$ cat src/rtl/txs_pkg.sv
package txs_pkg;
  typedef enum logic {
    ST_IDLE = 1'b0,
    ST_SEND = 1'b1
  } txs_state_e;
endpackage

$ cat src/rtl/txs_regfile.sv
module txs_regfile #(
  parameter int NUM_BLK   = 10,
  parameter int WPB       = 4,
  parameter int WORD_W    = 32,
  parameter int ADDR_W    = 6,
  parameter int IDX_W     = 4,
  localparam int NUM_W    = NUM_BLK * WPB,
  localparam int BLK_W    = WPB * WORD_W,
  localparam int BLK_BYTES = BLK_W / 8
) (
  input  logic              clk,
  input  logic              rst_n,
  input  logic              we,
  input  logic [ADDR_W-1:0] waddr,
  input  logic [WORD_W-1:0] wdata,
  input  logic [IDX_W-1:0]  rd_idx,
  output logic [BLK_W-1:0]  rd_swapped
);
  logic [WORD_W-1:0] mem_q [NUM_W];
  logic [WORD_W-1:0] mem_d [NUM_W];
  logic [BLK_W-1:0]  blk;

  always_comb begin
    for (int i = 0; i < NUM_W; i++) mem_d[i] = mem_q[i];
    if (we && (waddr < ADDR_W'(NUM_W))) mem_d[waddr] = wdata;
  end

  always_ff @(posedge clk or negedge rst_n) begin
    if (!rst_n) begin
      for (int i = 0; i < NUM_W; i++) mem_q[i] <= '0;
    end else if (we) begin
      for (int i = 0; i < NUM_W; i++) mem_q[i] <= mem_d[i];
    end
  end

  // gather the selected block, word 0 in the low bits
  always_comb begin
    for (int w = 0; w < WPB; w++) begin
      logic [ADDR_W-1:0] sel;
      sel = ADDR_W'(rd_idx) * ADDR_W'(WPB) + ADDR_W'(w);
      blk[w*WORD_W +: WORD_W] = mem_q[sel];
    end
  end

  // byte reversal: top byte of the block lands in lane 0
  for (genvar k = 0; k < BLK_BYTES; k++) begin : g_swap
    assign rd_swapped[8*k +: 8] = blk[8*(BLK_BYTES-1-k) +: 8];
  end
endmodule

$ cat src/rtl/txs_ctrl.sv
module txs_ctrl
  import txs_pkg::*;
#(
  parameter int NUM_BLK   = 10,
  parameter int BLK_BYTES = 16,
  parameter int LEN_W     = 8,
  parameter int IDX_W     = 4,
  parameter int EMP_W     = 4,
  localparam int MAX_LEN  = NUM_BLK * BLK_BYTES
) (
  input  logic             clk,
  input  logic             rst_n,
  input  logic             start,
  input  logic [LEN_W-1:0] len,
  input  logic             tready,
  output logic             tvalid,
  output logic             tlast,
  output logic [EMP_W-1:0] tempty,
  output logic [IDX_W-1:0] idx,
  output logic             busy,
  output logic             err
);
  txs_state_e       state_q, state_d;
  logic [IDX_W-1:0] idx_q, idx_d, last_q, last_d;
  logic [EMP_W-1:0] emp_q, emp_d;
  logic             err_q, err_d;
  logic             len_ok, hs, at_last;
  logic [LEN_W-1:0] len_m1;
  logic [LEN_W:0]   emp_full;

  assign len_ok   = (len != '0) && ({1'b0, len} <= (LEN_W+1)'(MAX_LEN));
  assign len_m1   = len - LEN_W'(1);
  assign emp_full = (LEN_W+1)'(BLK_BYTES) - (LEN_W+1)'(len[EMP_W-1:0]);
  assign at_last  = (idx_q == last_q);
  assign hs       = (state_q == ST_SEND) && tready;

  always_comb begin
    state_d = state_q;
    idx_d   = idx_q;
    last_d  = last_q;
    emp_d   = emp_q;
    err_d   = err_q;
    if (state_q == ST_IDLE) begin
      if (start) begin
        err_d = !len_ok;
        if (len_ok) begin
          state_d = ST_SEND;
          idx_d   = '0;
          last_d  = IDX_W'(len_m1 >> EMP_W);
          emp_d   = emp_full[EMP_W-1:0];
        end
      end
    end else if (hs) begin
      if (at_last) state_d = ST_IDLE;
      else         idx_d   = idx_q + IDX_W'(1);
    end
  end

  always_ff @(posedge clk or negedge rst_n) begin
    if (!rst_n) begin
      state_q <= ST_IDLE;
      idx_q   <= '0;
      last_q  <= '0;
      emp_q   <= '0;
      err_q   <= 1'b0;
    end else begin
      state_q <= state_d;
      idx_q   <= idx_d;
      last_q  <= last_d;
      emp_q   <= emp_d;
      err_q   <= err_d;
    end
  end

  assign busy   = (state_q == ST_SEND);
  assign tvalid = busy;
  assign tlast  = busy && at_last;
  assign tempty = tlast ? emp_q : '0;
  assign idx    = idx_q;
  assign err    = err_q;

  a_r4_idx_in_range: assert property (@(posedge clk) disable iff (!rst_n)
    busy |-> (idx_q <= last_q) && (last_q < IDX_W'(NUM_BLK)));
  a_r5_ctrl_hold: assert property (@(posedge clk) disable iff (!rst_n)
    (tvalid && !tready) |=> tvalid && $stable(tlast) && $stable(tempty));
  a_r6_empty_off_last: assert property (@(posedge clk) disable iff (!rst_n)
    !tlast |-> (tempty == '0));
  a_r7_done_after_last: assert property (@(posedge clk) disable iff (!rst_n)
    (tvalid && tready && tlast) |=> !busy);
  a_r10_err_idle: assert property (@(posedge clk) disable iff (!rst_n)
    err |-> !tvalid);
endmodule

$ cat src/rtl/txs_top.sv
module txs_top #(
  parameter int NUM_BLK   = 10,
  parameter int BLK_BYTES = 16,
  parameter int WORD_W    = 32,
  localparam int WPB      = BLK_BYTES / (WORD_W / 8),
  localparam int NUM_W    = NUM_BLK * WPB,
  localparam int ADDR_W   = $clog2(NUM_W + 2),
  localparam int LEN_W    = $clog2(NUM_BLK * BLK_BYTES + 1),
  localparam int IDX_W    = $clog2(NUM_BLK),
  localparam int EMP_W    = $clog2(BLK_BYTES),
  localparam int DATA_W   = BLK_BYTES * 8
) (
  input  logic              clk,
  input  logic              rst_n,
  input  logic              wr_en,
  input  logic [ADDR_W-1:0] wr_addr,
  input  logic [WORD_W-1:0] wr_data,
  output logic              m_tvalid,
  input  logic              m_tready,
  output logic [DATA_W-1:0] m_tdata,
  output logic              m_tlast,
  output logic [EMP_W-1:0]  m_tempty,
  output logic              busy,
  output logic              err
);
  localparam logic [ADDR_W-1:0] ADDR_LEN  = ADDR_W'(NUM_W);
  localparam logic [ADDR_W-1:0] ADDR_CTRL = ADDR_W'(NUM_W + 1);

  logic             wr_ok, start, len_we;
  logic [LEN_W-1:0] len_q, len_d;
  logic [IDX_W-1:0] idx;

  assign wr_ok  = wr_en && !busy;
  assign len_we = wr_ok && (wr_addr == ADDR_LEN);
  assign start  = wr_ok && (wr_addr == ADDR_CTRL) && wr_data[0];

  always_comb begin
    len_d = len_q;
    if (len_we) len_d = wr_data[LEN_W-1:0];
  end

  always_ff @(posedge clk or negedge rst_n) begin
    if (!rst_n)      len_q <= '0;
    else if (len_we) len_q <= len_d;
  end

  txs_regfile #(
    .NUM_BLK(NUM_BLK), .WPB(WPB), .WORD_W(WORD_W),
    .ADDR_W(ADDR_W), .IDX_W(IDX_W)
  ) u_regs (
    .clk(clk), .rst_n(rst_n), .we(wr_ok), .waddr(wr_addr),
    .wdata(wr_data), .rd_idx(idx), .rd_swapped(m_tdata)
  );

  txs_ctrl #(
    .NUM_BLK(NUM_BLK), .BLK_BYTES(BLK_BYTES), .LEN_W(LEN_W),
    .IDX_W(IDX_W), .EMP_W(EMP_W)
  ) u_ctrl (
    .clk(clk), .rst_n(rst_n), .start(start), .len(len_q),
    .tready(m_tready), .tvalid(m_tvalid), .tlast(m_tlast),
    .tempty(m_tempty), .idx(idx), .busy(busy), .err(err)
  );

  a_r5_data_hold: assert property (@(posedge clk) disable iff (!rst_n)
    (m_tvalid && !m_tready) |=> $stable(m_tdata));
  a_r9_len_locked: assert property (@(posedge clk) disable iff (!rst_n)
    busy |=> $stable(len_q));
  a_r8_no_restart: assert property (@(posedge clk) disable iff (!rst_n)
    (busy && !(m_tready && m_tlast)) |=> busy);
endmodule

$ cat config.mk
export PLATFORM = sky130hd
export DESIGN_NAME = txs_top
export DESIGN_NICKNAME = d
export VERILOG_FILES = /design/src/rtl/txs_pkg.sv /design/src/rtl/txs_regfile.sv /design/src/rtl/txs_ctrl.sv /design/src/rtl/txs_top.sv
export SDC_FILE = /design/constraint.sdc
export NUM_CORES = 2
export LEC_CHECK = 0
export CORE_UTILIZATION = 35
export DETAILED_ROUTE_END_ITERATION = 8
export DONT_BUFFER_PORTS = 1
export PLACE_DENSITY = 0.56
export SLEW_MARGIN = 15
export SYNTH_ARGS = -nofsm -noshare
export SYNTH_HDL_FRONTEND = slang
export SYNTH_SLANG_ARGS = --single-unit
export TNS_END_PERCENT = 100
$ cat constraint.sdc
create_clock -name clk -period 6.7 [get_ports clk]
set_input_delay 1.34 -clock clk [delete_from_list [all_inputs] [get_ports clk]]
set_output_delay 1.34 -clock clk [all_outputs]
set_load 0.005 [all_outputs]
**After elaboration in Yosys (flattened, before gate mapping)**

Index checks and enable logic that the tools add are counted.
Widths: inputs -> output; s select.

- Add/sub/neg operators: 6
- Order comparisons: 8
- Eq/ne operators: 5
- Muxes and demuxes: 26
- Bitwise logic cells: 6
- Reduce and logical (&&, ||, !) cells: 18

Operators with widths:

| cell | number |
|---|---|
| $bwmux 1280 | 1 |
| $bmux 32 s6 | 4 |
| $mux 32 | 9 |
| $demux 32 s6 | 1 |
| $ge 7x7->1 const B | 5 |
| $not 6->7 | 5 |
| $mux 4 | 6 |
| $add 6x2->6 const B | 2 |
| $eq 6x6->1 const B | 2 |
| $logic_and 1x1->1 | 9 |
| $le 8x8->1 const B | 1 |
| $reduce_bool 8->1 | 1 |
| $sub 8x1->8 const B | 1 |
| $lt 7x1->1 const B | 1 |
| $add 6x1->6 const B | 1 |
| $lt 6x6->1 const B | 1 |
| $mux 1 | 5 |
| $add 4x1->4 const B | 1 |
| $eq 4x4->1 | 1 |
| $ne 2x2->1 const B | 2 |
| $reduce_and 2->1 | 2 |
| $reduce_and 4->1 | 1 |
| $reduce_bool 2->1 | 2 |
| $sub 1x4->4 const A | 1 |
| 3 further kinds | 4 |

- Register bits after elaboration: 1,302
- Input bits: 42
- Output and inout bits: 136
- Logic and storage cells: 115

**Longest topological paths before layout**

- Depth after elaboration: 6
- Depth in mapped cells: 8

**Cells and area by module**

Synthesis repeated with hierarchy kept, for this count alone.

- Cells, all modules: 4,020
- Area total of the unflattened synthesis: 59,140.5 um^2

By module, submodules not included:

| module | times used | cells each | area an instance (um^2) | seq. area each (um^2) |
|---|---|---|---|---|
| txs_regfile | 1 | 3,907 | 57,921.8 | 32,030.7 |
| txs_ctrl | 1 | 90 | 837.1 | 350.3 |
| txs_top | 1 | 23 | 381.6 | 200.2 |

**Least setup slack after synthesis**

No wires, ideal clock.

- Kind: register -> output
- Start: register u_ctrl.idx_q[0], in the netlist u_ctrl.idx[0]
- End: output m_tdata[1]
- Arrival time: 1.811 ns
- Setup slack: 3.549 ns
- Cell stages (with the launch flop): 6
- Buffers on the path: 2
- Cells stage by stage: dfrtp_1 buf_2 buf_1 mux4_2 a21oi_1 o21ai_0

- Cells in the longest elaborated chain, start to end: 5

Ends and longest elaborated chain:

| what | RTL line | RTL |
|---|---|---|
| start: declaration | txs_ctrl.sv:24 | `logic [IDX_W-1:0] idx_q, idx_d, last_q, last_d;` |
| start signal: assignment | txs_ctrl.sv:68 | `idx_q <= idx_d;` |
| $add 6x2->6 | txs_regfile.sv:40 | `sel = ADDR_W'(rd_idx) * ADDR_W'(WPB) + ADDR_W'(w);` |
| $not 6->7 (implied by the code) | txs_regfile.sv:41 | `blk[w*WORD_W +: WORD_W] = mem_q[sel];` |
| $bmux 32 s6 | txs_regfile.sv:41 |  |
| $mux 32 (implied by the code) (2 in a row) | txs_regfile.sv:41 |  |
| end: declaration | txs_top.sv:20 | `output logic [DATA_W-1:0] m_tdata,` |

No other way between the ends. The select of a mux whose other input is x is not followed.

**Worst setup path after layout**

- Start: register u_ctrl.idx_q[1], in the netlist u_ctrl.idx[1]
- End: output m_tdata[51]

Same word-level chain as after synthesis.

==> results.sh <==
export IMPL_core_area_um2=167000
export IMPL_clock_latency_ns=0.78
export IMPL_cp_max_fo=54
export IMPL_holdWs_ns=0.252
export IMPL_critPathTopFamily="compound AO/OA/AOI/OAI gates"
export IMPL_finalClockSkew_ns=0.0298
export IMPL_worstMarginPinSlew_ns=1.14
export IMPL_std_cell_rows=150
export IMPL_place_gp_congestion=0.732
export IMPL_synth_compound_area_frac=0.0233
export IMPL_power_density_nw_per_um2=307
export IMPL_ir_worst_vdd_mv=0.268
export IMPL_cp_end_kind="output pin"
export IMPL_clock_fmax_mhz=190
export IMPL_wl_met3_mm=8.39
export IMPL_synth_edf_count=0
export IMPL_synth_top_family_by_area="multiplexers"
export IMPL_min_period_over_period=0.785
export IMPL_syn_nets=4046
export IMPL_finalMaxSlewViolations=0
export IMPL_cp_required_ns=5.36
export IMPL_grt_ovfl_total=0
export IMPL_htreeDepth=4
export IMPL_detail_route_wl_per_cell_um=26.8
export IMPL_wirelength_mm=165
export IMPL_drtAntennaViolNets=0
export IMPL_cp_startpoint="u_ctrl.idx[1]$_DFFE_PN0P_"
export IMPL_pin_count=178
export IMPL_cts_setup_buffers=0
export IMPL_wl_met1_mm=78.1
export IMPL_synth_area_top_cells="dfrtp_1, mux2_2, mux4_2"
export IMPL_syn_area_um2=58900
export IMPL_worst_path_buf_inv=2
export IMPL_synth_xor_xnor_area_share=0.00134
export IMPL_maxSlewHeadroom=0.235
export IMPL_dr_wl_met2_mm=75.4
export IMPL_fin_nets=3879
export IMPL_p_leak_nw=29.8
export IMPL_grt_usage=0.197
export IMPL_ys_warn_count=0
export IMPL_avgSynthCellArea_um2=14.7
export IMPL_yosysSeqAreaShare=0.554
export IMPL_start_util=0.352
export IMPL_synthSimpleGateAreaFrac=0.0263
export IMPL_cp_slowest_stage_delay_ns=0.88
export IMPL_nFillCells=15600
export IMPL_dp_hpwl_mm=92.3
export IMPL_syn2layout_area_growth_pct=12.3
export IMPL_setup_ws_ns=1.44
export IMPL_drtIter0Drc=2107
export IMPL_p_total_mw=20.3
export IMPL_antenna_found_initial=4
export IMPL_crit_slowest_cell="o21ai_0"
export IMPL_synth_seq_cells=1302
export IMPL_multi_input_area_um2=24800
export IMPL_path_cells="nand2b_4 > buf_12 > buf_4 > nor2_1 > a21oi_1 > o21ai_0"
export IMPL_via_count=33400
export IMPL_dp_slack_ns=2.22
export IMPL_drv_cap=0
export IMPL_cts_tree="built"
export IMPL_port_buffer_count=0
export IMPL_grt_pass1_vias=35000
export IMPL_start_kind="register"
export IMPL_muxShareOfSynthArea=0.367
export IMPL_synth_flop_cell="dfrtp_1"
export IMPL_ys_types=40
export IMPL_vias_per_cell=5.42
export IMPL_die_w_um=412
export IMPL_cts_resized_gates=0
export IMPL_critical_path_class="reg2out"
export IMPL_drc=0
export IMPL_firstDrtPassIters=4
export IMPL_r2r_start="u_ctrl.busy$_DFF_PN0_"
export IMPL_die_h_um=412
export IMPL_grt_max_degree=214
export IMPL_holdCritPathClass="in2async"
export IMPL_hold_viol_final=0
export IMPL_drive_above_1_share=0.480
export IMPL_dieArea_um2=170000
export IMPL_tns_ns=0
export IMPL_grt_pass1_wl_mm=247
export IMPL_synth_top_area_cell="dfrtp_1"
export IMPL_clock_path_buffers=3
export IMPL_cts_buffers_inserted=150
export IMPL_rsz0062_at_grt="false"
export IMPL_final_common_cell="dfrtp_1"
export IMPL_highest_layer="met4"
export IMPL_synthCells=4002
export IMPL_final_util=0.396
export IMPL_status="finished clean"
export IMPL_regArea_um2=32600
export IMPL_ctsHoldBuffers=0
export IMPL_cts_sinks=1302
export IMPL_setup_viol=0
export IMPL_period_needed_ns=5.26
export IMPL_cts_root_buffer="clkbuf_16"
export IMPL_clk_pin_slew_worst_paths_ns=0.06
export IMPL_synth_fa_ha_area_frac=0.000425
export IMPL_synth_top_area_frac=0.554
export IMPL_synthArstFlopShare=1.00
export IMPL_cp_arrival_ns=3.92
export IMPL_most_common_layout_cells="dfrtp_1, mux2_2, mux4_2, clkbuf_16, nor2_1"
[routing by layer]
layer | global-route usage | vias to the layer above
li1 | - | 14200
met1 | 0.282 | 18400
met2 | 0.303 | 609
met3 | 0.0425 | 190
met4 | 0.0476 | 0
met5 | 0 | -
[through the flow]
step / cell area [um^2] / instances
2_1_floorplan: 58900 / 4002
3_3_place_gp: 60900 / 5883
3_5_place_dp: 61000 / 5884
4_1_cts: 66000 / 6153
5_1_grt: 66100 / 6156
6_report: 66100 / 6157
[worst paths after layout]
check | to | slack [ns] | cells after the start
hold / removal | u_regs.mem_q[929]$_DFFE_PN0P_ | 0.25 | 0
setup reg to reg | u_regs.mem_q[1108]$_DFFE_PN0P_ | 3.18 | 5
setup / recovery | m_tdata[51] | 1.44 | 6
max in group asynchronous | u_regs.mem_q[1069]$_DFFE_PN0P_ | 3.40 | 5
hold reg to reg | u_regs.mem_q[705]$_DFFE_PN0P_ | 0.48 | 1
min in group clk | u_regs.mem_q[705]$_DFFE_PN0P_ | 0.48 | 1
[worst reg2reg max path, delay by kind of cell (launching register included)]
kind	cells	cell delay, ns
flip-flops	1	0.60
multiplexers	1	0.43
AND/OR/NAND/NOR	3	1.95
buffers and inverters	1	0.43
[kinds of logic after synthesis]
kind of cell             count (synthesis)
AND/OR/NAND/NOR                        353
buffers and inverters                  391
flip-flops                            1302
adder cells (fa/ha/maj)                  2
XOR/XNOR                                 9
multiplexers                          1675
AO/OA/AOI/OAI                          270
[Yosys cell counts, types with 4 or more instances]
cell      number
xor2_1         5
xnor2_1        4
clkbuf_1     198
mux2_2      1279
nand2_1      170
o21ai_0      131
buf_4          9
a21oi_1      132
nor2_1       142
mux2_1        12
and3_1         8
mux4_2       256
buf_2        136
mux2i_1      128
dfrtp_1     1302
inv_1          5
buf_1         43
nor3b_1        5
[final cells by class]
cell class	count	area share
clock inverter	47	0.00876
inverter	5	0.000360
sequential	1302	0.493
clock buffer	222	0.0674
multi-input combinational	2309	0.375
tap	2204	0.0417
antenna	1	0.0000379
timing repair buffer	67	0.0132
[sequential cells by signal, indices dropped and copies added (netlist names)]
signal,cells
u_regs.mem_q,1280
u_ctrl.idx,4
u_ctrl.busy,1
u_ctrl.emp_q,4
u_ctrl.last_q,4
len_q,8
u_ctrl.err,1
[report_power, final]
part	switching, mW	total (mW)	internal (mW)	leakage (nW)
Combinational	1.10	2.62	1.51	10.0
Sequential	0.519	9.43	8.91	17.3
Clock	3.47	8.24	4.77	2.47
Total	5.09	20.3	15.2	29.8
No activity file was read; power rests on OpenSTA's default activity.
